## src/rtl/ctd_pkg.sv

```systemverilog
package ctd_pkg;
  localparam int unsigned FIELDS   = 4;
  localparam int unsigned PAIR_W   = 8;
  localparam int unsigned DIGITS_W = FIELDS * PAIR_W;

  // field 0 is hundredths (radix 100), the rest are radix 60
  function automatic logic [3:0] tens_max(int unsigned idx);
    return (idx == 0) ? 4'd9 : 4'd5;
  endfunction

  function automatic logic [7:0] pair_clamp(logic [7:0] p, logic [3:0] tmax);
    logic [3:0] t;
    logic [3:0] o;
    t = (p[7:4] > tmax) ? tmax : p[7:4];
    o = (p[3:0] > 4'd9) ? 4'd9 : p[3:0];
    return {t, o};
  endfunction

  function automatic logic digits_ok(logic [DIGITS_W-1:0] d);
    logic ok;
    ok = 1'b1;
    for (int i = 0; i < FIELDS; i++) begin
      if (d[i*PAIR_W+4 +: 4] > tens_max(i)) ok = 1'b0;
      if (d[i*PAIR_W +: 4] > 4'd9) ok = 1'b0;
    end
    return ok;
  endfunction
endpackage

```

## src/rtl/ctd_tick_gen.sv

```systemverilog
module ctd_tick_gen #(
  parameter int unsigned FAST_DIV = 500000,
  parameter int unsigned SLOW_DIV = 5000000
) (
  input  logic clk_i,
  input  logic rst_ni,
  input  logic clr_i,
  input  logic hold_i,
  input  logic slow_i,
  output logic tick_o
);
  localparam int unsigned MAX_DIV = (SLOW_DIV > FAST_DIV) ? SLOW_DIV : FAST_DIV;
  localparam int unsigned CW      = $clog2(MAX_DIV + 1);

  logic [CW-1:0] cnt_q;
  logic [CW-1:0] lim;

  assign lim    = slow_i ? CW'(SLOW_DIV) : CW'(FAST_DIV);
  // >= so a rate switch mid-interval never overshoots
  assign tick_o = ~hold_i & (cnt_q >= lim - CW'(1));

  always_ff @(posedge clk_i or negedge rst_ni) begin
    if (!rst_ni)     cnt_q <= '0;
    else if (clr_i)  cnt_q <= '0;
    else if (hold_i) cnt_q <= cnt_q;
    else if (tick_o) cnt_q <= '0;
    else             cnt_q <= cnt_q + CW'(1);
  end
endmodule

```

## src/rtl/ctd_bcd_field.sv

```systemverilog
module ctd_bcd_field #(
  parameter logic [3:0] TENS_MAX = 4'd5,
  parameter logic [7:0] PRESET   = 8'h00
) (
  input  logic       clk_i,
  input  logic       rst_ni,
  input  logic       reload_i,
  input  logic       load_en_i,
  input  logic [7:0] load_i,
  input  logic       borrow_i,
  output logic [7:0] val_o,
  output logic       borrow_o
);
  logic [7:0] val_q;
  logic [7:0] val_d;
  logic       is_zero;

  assign is_zero  = (val_q == 8'h00);
  assign borrow_o = borrow_i & is_zero;
  assign val_o    = val_q;

  always_comb begin
    val_d = val_q;
    if (reload_i)                val_d = PRESET;
    else if (load_en_i)          val_d = ctd_pkg::pair_clamp(load_i, TENS_MAX);
    else if (borrow_i) begin
      if (is_zero)               val_d = {TENS_MAX, 4'd9};
      else if (val_q[3:0] == '0) val_d = {val_q[7:4] - 4'd1, 4'd9};
      else                       val_d = {val_q[7:4], val_q[3:0] - 4'd1};
    end
  end

  always_ff @(posedge clk_i or negedge rst_ni) begin
    if (!rst_ni) val_q <= PRESET;
    else         val_q <= val_d;
  end
endmodule

```

## src/rtl/bcd_countdown_timer.sv

```systemverilog
module bcd_countdown_timer #(
  parameter int unsigned FAST_DIV   = 500000,
  parameter int unsigned SLOW_DIV   = 5000000,
  parameter logic [7:0]  PRESET_SEC = 8'h45,
  parameter logic [7:0]  PRESET_HUN = 8'h67
) (
  input  logic        clk_i,
  input  logic        rst_ni,
  input  logic        reload_i,
  input  logic        slow_i,
  input  logic        pause_i,
  input  logic        load_en_i,
  input  logic [31:0] load_digits_i,
  output logic [31:0] digits_o,
  output logic        done_o
);
  import ctd_pkg::*;

  localparam logic [DIGITS_W-1:0] PRESET_ALL = {8'h00, 8'h03, PRESET_SEC, PRESET_HUN};

  logic              tick;
  logic              all_zero;
  logic              le_one;
  logic [FIELDS:0]   borrow;
  logic              done_q;

  ctd_tick_gen #(
    .FAST_DIV (FAST_DIV),
    .SLOW_DIV (SLOW_DIV)
  ) u_tick (
    .clk_i  (clk_i),
    .rst_ni (rst_ni),
    .clr_i  (reload_i | load_en_i),
    .hold_i (pause_i),
    .slow_i (slow_i),
    .tick_o (tick)
  );

  assign all_zero  = (digits_o == '0);
  assign le_one    = (digits_o[DIGITS_W-1:PAIR_W] == '0) && (digits_o[PAIR_W-1:0] <= 8'h01);
  assign borrow[0] = tick & ~all_zero;

  for (genvar i = 0; i < FIELDS; i++) begin : g_field
    ctd_bcd_field #(
      .TENS_MAX (tens_max(i)),
      .PRESET   (PRESET_ALL[i*PAIR_W +: PAIR_W])
    ) u_field (
      .clk_i     (clk_i),
      .rst_ni    (rst_ni),
      .reload_i  (reload_i),
      .load_en_i (load_en_i),
      .load_i    (load_digits_i[i*PAIR_W +: PAIR_W]),
      .borrow_i  (borrow[i]),
      .val_o     (digits_o[i*PAIR_W +: PAIR_W]),
      .borrow_o  (borrow[i+1])
    );
  end

  always_ff @(posedge clk_i or negedge rst_ni) begin
    if (!rst_ni)                   done_q <= 1'b0;
    else if (reload_i | load_en_i) done_q <= 1'b0;
    else if (tick & le_one)        done_q <= 1'b1;
  end

  assign done_o = done_q;
endmodule

```

## config.mk

```make
export PLATFORM = sky130hd
export DESIGN_NAME = bcd_countdown_timer
export DESIGN_NICKNAME = d
export VERILOG_FILES = /design/src/rtl/ctd_pkg.sv /design/src/rtl/ctd_tick_gen.sv /design/src/rtl/ctd_bcd_field.sv /design/src/rtl/bcd_countdown_timer.sv
export SDC_FILE = /design/constraint.sdc
export NUM_CORES = 1
export LEC_CHECK = 0
export ABC_AREA = 1
export BUFFER_PORTS_ARGS = -buffer_cell sky130_fd_sc_hd__buf_2
export CAP_MARGIN = 5
export CORE_UTILIZATION = 57
export DETAILED_ROUTE_END_ITERATION = 6
export GPL_TIMING_DRIVEN = 0
export PLACE_DENSITY_LB_ADDON = 0.25
export SYNTH_ARGS = -nofsm -noshare
export SYNTH_HDL_FRONTEND = slang
export SYNTH_SLANG_ARGS = --single-unit
```

## constraint.sdc

```tcl
create_clock -name clk_i -period 2.5 [get_ports clk_i]
set_clock_uncertainty 0.1 [all_clocks]
set_input_delay 0.125 -clock clk_i [delete_from_list [all_inputs] [get_ports clk_i]]
set_output_delay 0.125 -clock clk_i [all_outputs]
set_load 0.03 [all_outputs]
```

==> flow_results.org <==
** Run status
- Result of the run :: complete, no violations

** Clock network
- For this design, the sink count on the clock tree is 56.
- Buffers added to address setup during post-CTS repair amount to 0.
- Bufs on Longest Clock Path :: 2
- Clock Pin Slew Worst Setup and Hold Paths :: 130 ps
- H-Tree Level Count :: 2
- Clock latency reported for the late side of the worst-skew pair :: 340 ps
- TritonCTS built the clock tree.
- CTS placed an instance of clkbuf_8 at the clock tree root.
- Inserted Clock Buffers :: 5

** Setup path
- Crit path launch type :: flip-flop
- STA classifies the critical path endpoint as a flip-flop.
- Traced cell by cell, the critical path runs through ha_1, nand2_1, nor2_1, nand3_1, nor2_1, nor2_1, nand2_2, nand4_4, nand2_4, buf_12, nand3_4, nand2_1, nand2_1.
- Counting both buffers and inverters, the worst setup path holds a total of 1.
- Critical path arrival :: 2370 ps
- Master of the slowest instance on the critical path :: dfrtp_1
- Counting buffers and inverters, the worst setup path is 13 cells deep.
- Crit path largest cell delay :: 460 ps
- Cell family with most CP delay :: simple AND/OR/NAND/NOR gates
- In this run the critical register-to-register path is launched from u_tick.cnt_q[14]$_DFFE_PN0P_.
- Length in cells of the worst reg-to-reg path :: 13
- For the worst setup path, the data required time is 2620 ps.
- Maximum fanout along the worst path :: 10
- Worst Setup Path Type :: flip-flop to flip-flop
- Endpoint of the worst register-to-register path :: g_field[2].u_field.val_o[7]$_DFFE_PN0P_
- Register-to-register setup slack :: 250 ps

** STA
- Setup violations remaining at the end of the flow were counted as 0.
- Peak clock frequency supported by timing :: 0.445 GHz
- The hold violation count in the final report was 0.
- Dividing the final minimum period by the clock period gives 0.899.
- Worst rel slew slack :: 0.463
- Worst-Margin Slew :: 798 ps
- The max-slew violation count is 0.
- The routed design could run at a clock period as short as 2250 ps.
- RSZ-0062 raised after global routing :: false
- Setup TNS Final :: 0 ps

** Yosys
- Syn Nets :: 631
- Number of enable-type register cells in the synthesized netlist :: 0
- After synthesis, the share of flip-flops with an asynchronous set or reset is 1.00.
- Syn Std Cell Area :: 0.00421 mm^2
- Average cell area after synthesis :: 7.37 um^2
- In the synthesized netlist, the number of instances is 571.
- In the synthesized netlist the dominant register cell turns out to be dfrtp_1.
- Of the synthesized area, sequential elements account for 0.336.
- Post-synthesis register bit count :: 56
- The synthesized netlist contains 44 unique library cells.
- Synth warnings :: 0

** Route
- Final ANT Viol Nets :: 0
- The first detailed-routing pass took 5 iterations.
- Detailed routing inserted a total of 4234 vias.
- The final layout contains routed wiring with a total length of 10.6 mm.
- Dividing the detail-routed via count by the number of cells gives 5.68.
- After the first detailed-routing iteration, the DRC count stood at 365.
- For this run, design rule violations remaining after detail routing come to 0.
- Average routed wire per standard cell :: 14.2 um

** Cells and area
- After routing the design area is 0.00479 mm^2.
- Compared with the post-synthesis result, the final layout area differs by 13.7%.
- Share of the core filled with cells in the final layout :: 0.686
- In the final layout, the share of cells above drive strength 1 is 0.215.
- Nets :: 709
- ANT cells :: 0

** Floorplan
- Chip Height :: 87.9 um
- The die covers 0.00773 mm^2.
- Die span in x :: 87.9 um
- Starting density of the core :: 0.603
- Total core area :: 0.00698 mm^2
- Top-level I/O count :: 71
- Num rows :: 30

** Hold path
- The startpoint identified for the worst hold timing path is load_digits_i[1].
- Hold Crit Depth :: 3
- The path with the worst hold slack has its endpoint at g_field[0].u_field.val_o[1]$_DFFE_PN1P_.
- In this run the worst hold path is classified as input pin to flip-flop.

** GRT
- Aggregate global routing overflow :: 0
- Entering global routing, the biggest net connects 57 pins.
- For this run, the total global-route usage over all layers was measured as 0.287.
- The first global-routing pass estimated 17.5 mm of wire.
- Number of global-route vias before repair :: 3832
- The number of antenna violations at the first check in global routing was 0.

** Placed design
- In this run the cell area measured after placement is 0.00468 mm^2.
- At the end of routability-driven placement, the weighted congestion stood at 0.959.
- Buffers placed on the I/O ports in this run total 70.
- DPL Wire Length :: 8.06 mm

** Power
- For this design the static power due to leakage is 2.27 nW.
- Power per unit of standard cell area :: 501 mW/mm^2
- Maximum ir drop on the vdd rail :: 0.315 mV

** Run
- Max-cap violations in this run came to 0.
==> placed cells by master (no fill, tap or decap), drive strengths merged <==
cell type	count
nand3	35
or2	3
xor2	15
xnor2	8
a221o	1
nor2	73
nand4	17
o211ai	5
nor4	5
a22o	2
ha	22
a32o	1
o22ai	13
inv	68
o21ai	49
nand2	142
nor3	17
and3	2
dfstp	10
dlygate4sd3	1
nor3b	1
buf	75
o31ai	2
a31oi	3
a21oi	14
a211oi	1
clkinvlp	1
a311oi	1
nand3b	2
clkbuf	12
o311ai	3
dfrtp	46
==> state kept, by name, summed over array words and instances (netlist names) <==
name and cells:
g_field.u_field.val_o 32, u_tick.cnt_q 23, done_o 1
==> Yosys cell counts (5+ instances only) <==
library cell  instances  area share
nor3_1               17       0.020
xnor2_1               8       0.017
nand2_1             130        0.12
nor2_2                6      0.0089
inv_1                56       0.050
inv_2                10      0.0089
nor4_1                5      0.0074
o22ai_1              13       0.019
ha_1                 22       0.065
a21oi_1              14       0.017
nand3_1              30       0.036
dfrtp_1              46        0.27
dfstp_2              10       0.062
o211ai_1              5      0.0089
o21ai_0              40       0.048
nand2_2               9       0.013
nor2_1               63       0.056
o21ai_2               6       0.012
clkbuf_1              7      0.0062
nand4_1              16       0.024
xor2_1               15       0.031
==> cells by family (layout without fill, tap and decap cells) <==
group / Yosys count / in the layout / synth area share
flops: 56 / 56 / 0.336
simple gates: 297 / 297 / 0.340
fa+ha+maj: 22 / 22 / 0.0654
compound gates: 95 / 95 / 0.136
xor+xnor: 23 / 23 / 0.0478
buf+inv: 78 / 157 / 0.0758
==> power breakdown <==
part / internal, W / switching, W / leakage, nW / total, W
logic: 0.000257 / 0.000508 / 1.50 / 0.000765
registers: 0.000991 / 0.0000916 / 0.731 / 0.00108
clock network: 0.000206 / 0.000345 / 0.0452 / 0.000551
==> area by class of cell <==
class	count	area, um^2
fill	643	2190
buffer	12	71.3
sequential	56	1410
tap	96	120
clock buffer	5	68.8
inverter	66	248
clock inverter	3	25.0
multi-input combinational	437	2480
timing repair buffer	71	363
==> tightest hold or removal path, stage by stage <==
cell and delay (ps):
buf_2 100, o21ai_0 130, a31oi_1 80
==> per-layer routing <==
| layer | track usage | share of wire | up-vias |
|---|---|---|---|
| met5 | 0 | 0 | - |
| met4 | 0.0760 | 0.010 | 0 |
| li1 | - | - | 2068 |
| met2 | 0.462 | 0.45 | 178 |
| met1 | 0.406 | 0.47 | 1975 |
| met3 | 0.0386 | 0.070 | 13 |
==> repair_timing <==
action / 4_1_cts / 5_1_grt
resized for setup: 0 / 0
hold endpoints to repair: 0 / 46
hold buffers: 0 / 1
setup endpoints to repair: 0 / 0
==> metrics by stage <==
step                      worst slack, ps  hold WS (ps)  instances  total power (W)
after floorplan                       364          -271        571          0.00162
after global placement                288           347        737          0.00183
final                                 251          11.3        746          0.00240
after CTS                             231          10.6        745          0.00240
after global routing                 11.9          40.0        746          0.00253
after detailed placement              236           351        737          0.00186
==> how the worst max path moves through the flow <==
stage	from	slack, ps	to
floorplan	g_field[1].u_field.val_o[0]$_DFFE_PN1P_	360	g_field[2].u_field.val_o[3]$_DFFE_PN0P_
detailed placement	slow_i	240	g_field[0].u_field.val_o[6]$_DFFE_PN1P_
global route	u_tick.cnt_q[14]$_DFFE_PN0P_	10	g_field[2].u_field.val_o[7]$_DFFE_PN0P_
global placement	slow_i	290	g_field[2].u_field.val_o[5]$_DFFE_PN0P_
finish	u_tick.cnt_q[14]$_DFFE_PN0P_	250	g_field[2].u_field.val_o[7]$_DFFE_PN0P_
CTS	u_tick.cnt_q[14]$_DFFE_PN0P_	230	g_field[0].u_field.val_o[6]$_DFFE_PN1P_
Note: power is estimated with default switching activity, not from simulation.
